`src/rtl/cprof_pkg.sv`:
```
package cprof_pkg;
  localparam int unsigned SIDE_I = 0;
  localparam int unsigned SIDE_D = 1;
  localparam int unsigned NUM_SIDES = 2;

  localparam int unsigned IDX_W = 3;
  localparam logic [IDX_W-1:0] IDX_CTRL  = 3'd0;
  localparam logic [IDX_W-1:0] IDX_IACC  = 3'd1;
  localparam logic [IDX_W-1:0] IDX_IMISS = 3'd2;
  localparam logic [IDX_W-1:0] IDX_DACC  = 3'd3;
  localparam logic [IDX_W-1:0] IDX_DMISS = 3'd4;
  localparam logic [IDX_W-1:0] IDX_ISNAP = 3'd5;
  localparam logic [IDX_W-1:0] IDX_DSNAP = 3'd6;

  localparam int unsigned EN_BIT    = 0;
  localparam int unsigned CLR_BIT   = 1;
  localparam int unsigned IMASK_LSB = 8;
  localparam int unsigned DMASK_LSB = 16;
endpackage

```
`src/rtl/cprof_ctrl.sv`:
```
module cprof_ctrl
  import cprof_pkg::*;
#(
  parameter int unsigned NUM_REG = 5,
  parameter int unsigned DATA_W  = 32
) (
  input  logic                         clk_i,
  input  logic                         rst_ni,
  input  logic                         wr_i,
  input  logic [IDX_W-1:0]             idx_i,
  input  logic [DATA_W-1:0]            wdata_i,
  output logic                         en_o,
  output logic                         clr_o,
  output logic [NUM_SIDES-1:0][NUM_REG-1:0] mask_o
);
  logic ctrl_wr;
  assign ctrl_wr = wr_i && (idx_i == IDX_CTRL);
  // clear is a command, not state
  assign clr_o = ctrl_wr && wdata_i[CLR_BIT];

  always_ff @(posedge clk_i or negedge rst_ni) begin
    if (!rst_ni) begin
      en_o   <= 1'b0;
      mask_o <= '0;
    end else if (ctrl_wr) begin
      en_o           <= wdata_i[EN_BIT];
      mask_o[SIDE_I] <= wdata_i[IMASK_LSB +: NUM_REG];
      mask_o[SIDE_D] <= wdata_i[DMASK_LSB +: NUM_REG];
    end
  end
endmodule

```
`src/rtl/cprof_side.sv`:
```
module cprof_side #(
  parameter int unsigned NUM_REG = 5,
  parameter int unsigned CNT_W   = 32
) (
  input  logic               clk_i,
  input  logic               rst_ni,
  input  logic               en_i,
  input  logic               clr_i,
  input  logic [NUM_REG-1:0] mask_i,
  input  logic               acc_i,
  input  logic               miss_i,
  input  logic [NUM_REG-1:0] region_i,
  output logic [CNT_W-1:0]   acc_cnt_o,
  output logic [CNT_W-1:0]   miss_cnt_o,
  output logic [CNT_W-1:0]   snap_o
);
  logic acc_q, miss_q, wrap;

  assign acc_q  = en_i && acc_i && (|(region_i & mask_i));
  assign miss_q = acc_q && miss_i;
  assign wrap   = acc_q && (&acc_cnt_o);

  always_ff @(posedge clk_i or negedge rst_ni) begin
    if (!rst_ni) begin
      acc_cnt_o  <= '0;
      miss_cnt_o <= '0;
    end else if (clr_i) begin
      acc_cnt_o  <= '0;
      miss_cnt_o <= '0;
    end else begin
      if (acc_q)  acc_cnt_o  <= acc_cnt_o + 1'b1;
      if (miss_q) miss_cnt_o <= miss_cnt_o + 1'b1;
    end
  end

  // snapshot takes the pre-edge miss count; a suppressed (cleared) wrap captures nothing
  always_ff @(posedge clk_i or negedge rst_ni) begin
    if (!rst_ni)              snap_o <= '0;
    else if (wrap && !clr_i)  snap_o <= miss_cnt_o;
  end
endmodule

```
`src/rtl/cprof_rmux.sv`:
```
module cprof_rmux
  import cprof_pkg::*;
#(
  parameter int unsigned NUM_REG = 5,
  parameter int unsigned CNT_W   = 32,
  parameter int unsigned DATA_W  = 32
) (
  input  logic [IDX_W-1:0]                  idx_i,
  input  logic                              en_i,
  input  logic [NUM_SIDES-1:0][NUM_REG-1:0] mask_i,
  input  logic [NUM_SIDES-1:0][CNT_W-1:0]   acc_cnt_i,
  input  logic [NUM_SIDES-1:0][CNT_W-1:0]   miss_cnt_i,
  input  logic [NUM_SIDES-1:0][CNT_W-1:0]   snap_i,
  output logic [DATA_W-1:0]                 rdata_o
);
  logic [CNT_W-1:0] cnt_sel;
  logic             is_cnt;

  always_comb begin
    cnt_sel = '0;
    is_cnt  = 1'b1;
    unique case (idx_i)
      IDX_IACC:  cnt_sel = acc_cnt_i[SIDE_I];
      IDX_IMISS: cnt_sel = miss_cnt_i[SIDE_I];
      IDX_DACC:  cnt_sel = acc_cnt_i[SIDE_D];
      IDX_DMISS: cnt_sel = miss_cnt_i[SIDE_D];
      IDX_ISNAP: cnt_sel = snap_i[SIDE_I];
      IDX_DSNAP: cnt_sel = snap_i[SIDE_D];
      default:   is_cnt  = 1'b0;
    endcase
  end

  always_comb begin
    rdata_o = '0;
    if (is_cnt) begin
      rdata_o[CNT_W-1:0] = cnt_sel;
    end else if (idx_i == IDX_CTRL) begin
      rdata_o[EN_BIT]                 = en_i;
      rdata_o[IMASK_LSB +: NUM_REG]   = mask_i[SIDE_I];
      rdata_o[DMASK_LSB +: NUM_REG]   = mask_i[SIDE_D];
    end
  end
endmodule

```
`src/rtl/cache_prof_unit.sv`:
```
module cache_prof_unit
  import cprof_pkg::*;
#(
  parameter int unsigned NUM_REG = 5,
  parameter int unsigned CNT_W   = 32,
  parameter int unsigned DATA_W  = 32,
  parameter int unsigned ADDR_W  = 5
) (
  input  logic               clk_i,
  input  logic               rst_ni,
  input  logic               ic_acc_i,
  input  logic               ic_miss_i,
  input  logic [NUM_REG-1:0] ic_region_i,
  input  logic               dc_acc_i,
  input  logic               dc_miss_i,
  input  logic [NUM_REG-1:0] dc_region_i,
  input  logic               reg_wr_i,
  input  logic [ADDR_W-1:0]  reg_addr_i,
  input  logic [DATA_W-1:0]  reg_wdata_i,
  output logic [DATA_W-1:0]  reg_rdata_o
);
  logic [IDX_W-1:0]                  idx;
  logic                              en, clr;
  logic [NUM_SIDES-1:0][NUM_REG-1:0] mask;
  logic [NUM_SIDES-1:0]              acc_v, miss_v;
  logic [NUM_SIDES-1:0][NUM_REG-1:0] region_v;
  logic [NUM_SIDES-1:0][CNT_W-1:0]   acc_cnt, miss_cnt, snap;

  assign idx = reg_addr_i[2 +: IDX_W];

  assign acc_v[SIDE_I]    = ic_acc_i;
  assign acc_v[SIDE_D]    = dc_acc_i;
  assign miss_v[SIDE_I]   = ic_miss_i;
  assign miss_v[SIDE_D]   = dc_miss_i;
  assign region_v[SIDE_I] = ic_region_i;
  assign region_v[SIDE_D] = dc_region_i;

  cprof_ctrl #(.NUM_REG(NUM_REG), .DATA_W(DATA_W)) u_ctrl (
    .clk_i   (clk_i),
    .rst_ni  (rst_ni),
    .wr_i    (reg_wr_i),
    .idx_i   (idx),
    .wdata_i (reg_wdata_i),
    .en_o    (en),
    .clr_o   (clr),
    .mask_o  (mask)
  );

  for (genvar s = 0; s < NUM_SIDES; s++) begin : g_side
    cprof_side #(.NUM_REG(NUM_REG), .CNT_W(CNT_W)) u_side (
      .clk_i      (clk_i),
      .rst_ni     (rst_ni),
      .en_i       (en),
      .clr_i      (clr),
      .mask_i     (mask[s]),
      .acc_i      (acc_v[s]),
      .miss_i     (miss_v[s]),
      .region_i   (region_v[s]),
      .acc_cnt_o  (acc_cnt[s]),
      .miss_cnt_o (miss_cnt[s]),
      .snap_o     (snap[s])
    );
  end

  cprof_rmux #(.NUM_REG(NUM_REG), .CNT_W(CNT_W), .DATA_W(DATA_W)) u_rmux (
    .idx_i      (idx),
    .en_i       (en),
    .mask_i     (mask),
    .acc_cnt_i  (acc_cnt),
    .miss_cnt_i (miss_cnt),
    .snap_i     (snap),
    .rdata_o    (reg_rdata_o)
  );
endmodule

```
`config.mk`:
```
export PLATFORM = sky130hd
export DESIGN_NAME = cache_prof_unit
export DESIGN_NICKNAME = d
export VERILOG_FILES = /design/src/rtl/cprof_pkg.sv /design/src/rtl/cprof_ctrl.sv /design/src/rtl/cprof_side.sv /design/src/rtl/cprof_rmux.sv /design/src/rtl/cache_prof_unit.sv
export SDC_FILE = /design/constraint.sdc
export NUM_CORES = 1
export LEC_CHECK = 0
export BUFFER_PORTS_ARGS = -buffer_cell sky130_fd_sc_hd__buf_2
export CAP_MARGIN = 20
export CELL_PAD_IN_SITES_DETAIL_PLACEMENT = 2
export CELL_PAD_IN_SITES_GLOBAL_PLACEMENT = 2
export CORE_MARGIN = 5
export CORE_UTILIZATION = 42
export DETAILED_ROUTE_END_ITERATION = 10
export GPL_TIMING_DRIVEN = 0
export PLACE_DENSITY_LB_ADDON = 0.15
export SYNTH_ARGS = -nofsm -noshare
export SYNTH_HDL_FRONTEND = slang
export SYNTH_SLANG_ARGS = --single-unit
```
`constraint.sdc`:
```
create_clock -name clk_i -period 3.77 [get_ports clk_i]
set_input_delay 0.377 -clock clk_i [delete_from_list [all_inputs] [get_ports clk_i]]
set_output_delay 0.377 -clock clk_i [all_outputs]
set_load 0.02 [all_outputs]
```
==> results.md <==
* Outcome: finished, final reports clean
* Area of the core at 0.0252 mm²
* IO Port Bufs at 62
* RSZ-0062 raised after global routing: false
* Cells after Synth at 1057
* Final WS setup at 0.351 ns
* Boundary Pins at 86
* Mapped Nets at 1115
* Slew Viols, Final at 0
* Via Count at 9127
* Crit path DAT at 3.82 ns
* Cell mode on critical path: nand4_1
* Total Wirelength at 40.3 mm
* Die Wd at 170 µm
* # clock sinks at 203
* Startpoint Class: flip-flop
* Final Power at 0.00525 W
* Initial DRC count at 486
* CP required at 4.17 ns
* Yosys top cell area share at 47.4%
* Initial antenna violation count at 2
* Number of synthesized flops with an enable pin at 0
* Htree depth at 1
* Most numerous cell in the Yosys netlist: dfrtp_1
* Filler cell count at 2646
* Number of synthesized register bits at 203
* Commonest cells in the netlist: 203 x dfrtp_1, 117 x nor2_1, 83 x a22oi_1
* Crit path time final at 3.42 ns
* Clk slew on worst S/H paths at 0.06 ns
* DRT antenna net count at 0
* Number of diodes at 0
* Post-synthesis cell type count at 51
* Crit Path Max Fanout at 10
* Final GP Congestion at 0.877
* Remaining global-route overflow at 0
* CTS root buf: clkbuf_16
* Height of the die at 170 µm
* Worst slack, placed at 0.237 ns
* Avg WL per Cell at 27.0 µm
* First-pass GRT wire length at 62.4 mm
* Max-cap violations at 0
* Ys async rst share at 100%
* Post-synth top area cell: dfrtp_1
* Tcrit/Tclk final at 90.7%
* CTS Buffer Depth at 3
* Average cell area after synthesis at 10.1 µm²
* Area Growth Syn to Fin at 14.7%
* Reg area at 0.00508 mm²
* FF-to-FF path depth at 6
* Critical Path Sink: g_side[0].u_side.snap_o[23]
* Hold path start: reg_wdata_i[20]
* Via count normalized by instance count at 6.10
* Crit. Startpoint: g_side[0].u_side.acc_cnt_o[3]
* Total CTS buffers at 25
* Leak at 5.47 nW
* Pwr dens at 427 mW/mm²
* Row cnt at 58
* Setup bufs post-CTS at 0
* Largest net degree at the start of global routing at 115
* Worst hold-check path type: input port to flip-flop
* Worst VDD drop at 254 µV
* Clock Skew at 0.0171 ns
* Setup crit end kind: flip-flop
* Multi-input gate area at 0.00528 mm²
* Top cells by area, synth: dfrtp_1 47%, a22oi_1 5.8%, mux2_2 5.0%, xnor2_1 4.9%, mux2_4 4.2%
* R2r setup slk at 0.35 ns
* Total GRT Usage at 28.1%
* Relative slew slack at 24.5%
* CTS tree: done
* Slew @ Worst Pin at 1.13 ns
* HPWL Detailed at 29.5 mm
* Reg-to-Reg Start: g_side[0].u_side.acc_cnt_o[3]
* Cells along the critical path: nand4_1, nor4_4, nand4_1, nor3_2, buf_4, mux2_2
* First-pass iteration count of the detailed router at 5
* Sequential area share after synthesis at 47.4%
* Final nets at 1209
* Setup Viol. Count Final at 0
* Vias in the first global route at 10300
* Cell area after synthesis at 0.0107 mm²
* Detailed-route DRC error count at 0
* Final Hold Vio Count at 0
* Slowest CP cell: nor4_4
* Reg-to-reg endpoint: g_side[0].u_side.snap_o[23]
* Layout cells sized above 1 at 17.2%
* Fmax at 0.292 GHz
* Starting Density at 42.6%
* Crit-path max cell delay at 0.66 ns
* CP Class: flip-flop to flip-flop
* PostCTS Resize Cnt at 0
* Post-synth top flop: dfrtp_1
* Synth warnings at 0
* Worst-Skew Late Latency at 0.53 ns
* Hold_buf cts at 1
* Full die area at 0.0288 mm²
## power breakdown
part / internal, W / switching [W]
registers: 0.00227 / 0.000159
logic: 0.000178 / 0.000372
clock network: 0.00131 / 0.000954
## critical path, delay by kind of cell, from the launching register on
| kind | cells | cell delay [ns] |
|---|---|---|
| buf+inv | 1 | 0.32 |
| flops | 1 | 0.52 |
| mux | 1 | 0.36 |
| simple gates | 4 | 2.09 |
## per-layer routing
layer | track usage, % | wire (µm)
met5 | 0 | 21
met4 | 9.87 | 1490
met1 | 36.8 | 17500
met2 | 48.2 | 19900
met3 | 3.26 | 1360
## placed cells by master, fill, tap and decap left out, types with 3 or more instances in the layout
cell type  instances
a22oi_1           83
nand2b_1           4
and2_1             7
nand2_1           54
xnor2_1           60
clkinv_2           4
buf_2             62
mux2_2            48
dfrtp_1          203
nor3_1            33
or4_1              4
inv_1             16
buf_1              8
or3_1             23
clkbuf_8           5
nor2_1           117
nor4b_1            4
and4_1             9
and3_1            13
nor4_1            26
buf_12             3
nand3_1           75
a22o_1             8
a21oi_1           30
o21ai_0           28
mux2i_1           10
buf_4              5
mux2_4            30
clkbuf_1          51
xor2_1            40
nand4_1           41
ha_1               4
clkbuf_16         25
## stage by stage
step	cell area [µm²]	TNS [ns]	util (%)	hold WS, ns	instances
floorplan	10700	0	-	0.0814	1057
global placement	11400	-346.51	45.5	0.469	1449
detailed placement	11500	0	45.8	0.487	1452
CTS	12300	0	48.8	0.0736	1495
global route	12300	0	48.8	0.0817	1496
finish	12300	0	48.8	0.0850	1496
## layout make-up
cell class	instances	share of cell area, %
repair buffers	67	3.24
flip-flops and latches	203	41.3
clock inverters	5	0.234
inverters	16	0.488
well taps	330	3.36
multi-input cells	776	42.9
clock buffers	37	5.86
plain buffers	62	2.56
## logic make-up after synthesis
| family | share of synthesized area, % |
|---|---|
| mux | 10.3 |
| buf+inv | 3.50 |
| simple gates | 20.4 |
| xor+xnor | 8.17 |
| fa+ha+maj | 0.467 |
| flops | 47.4 |
| compound gates | 9.87 |
## flip-flops by register name, summed over array words and instances, names as in the netlist
name and cells:
g_side.u_side.miss_cnt_o 64, g_side.u_side.snap_o 64, u_ctrl.en_o 1, u_ctrl.mask_o 10, g_side.u_side.acc_cnt_o 64
## worst min path at each step
| stage | slack, ns | end | depth (start not counted) |
|---|---|---|---|
| after global routing | 0.08 | u_ctrl.mask_o[3] | 2 |
| after CTS | 0.07 | u_ctrl.mask_o[9] | 2 |
| after floorplan | 0.08 | g_side[0].u_side.acc_cnt_o[0] | 0 |
| final | 0.08 | u_ctrl.mask_o[9] | 2 |
| after detailed placement | 0.49 | g_side[0].u_side.miss_cnt_o[10] | 2 |
| after global placement | 0.47 | g_side[0].u_side.snap_o[8] | 1 |
(Power assumes the default switching activity.)
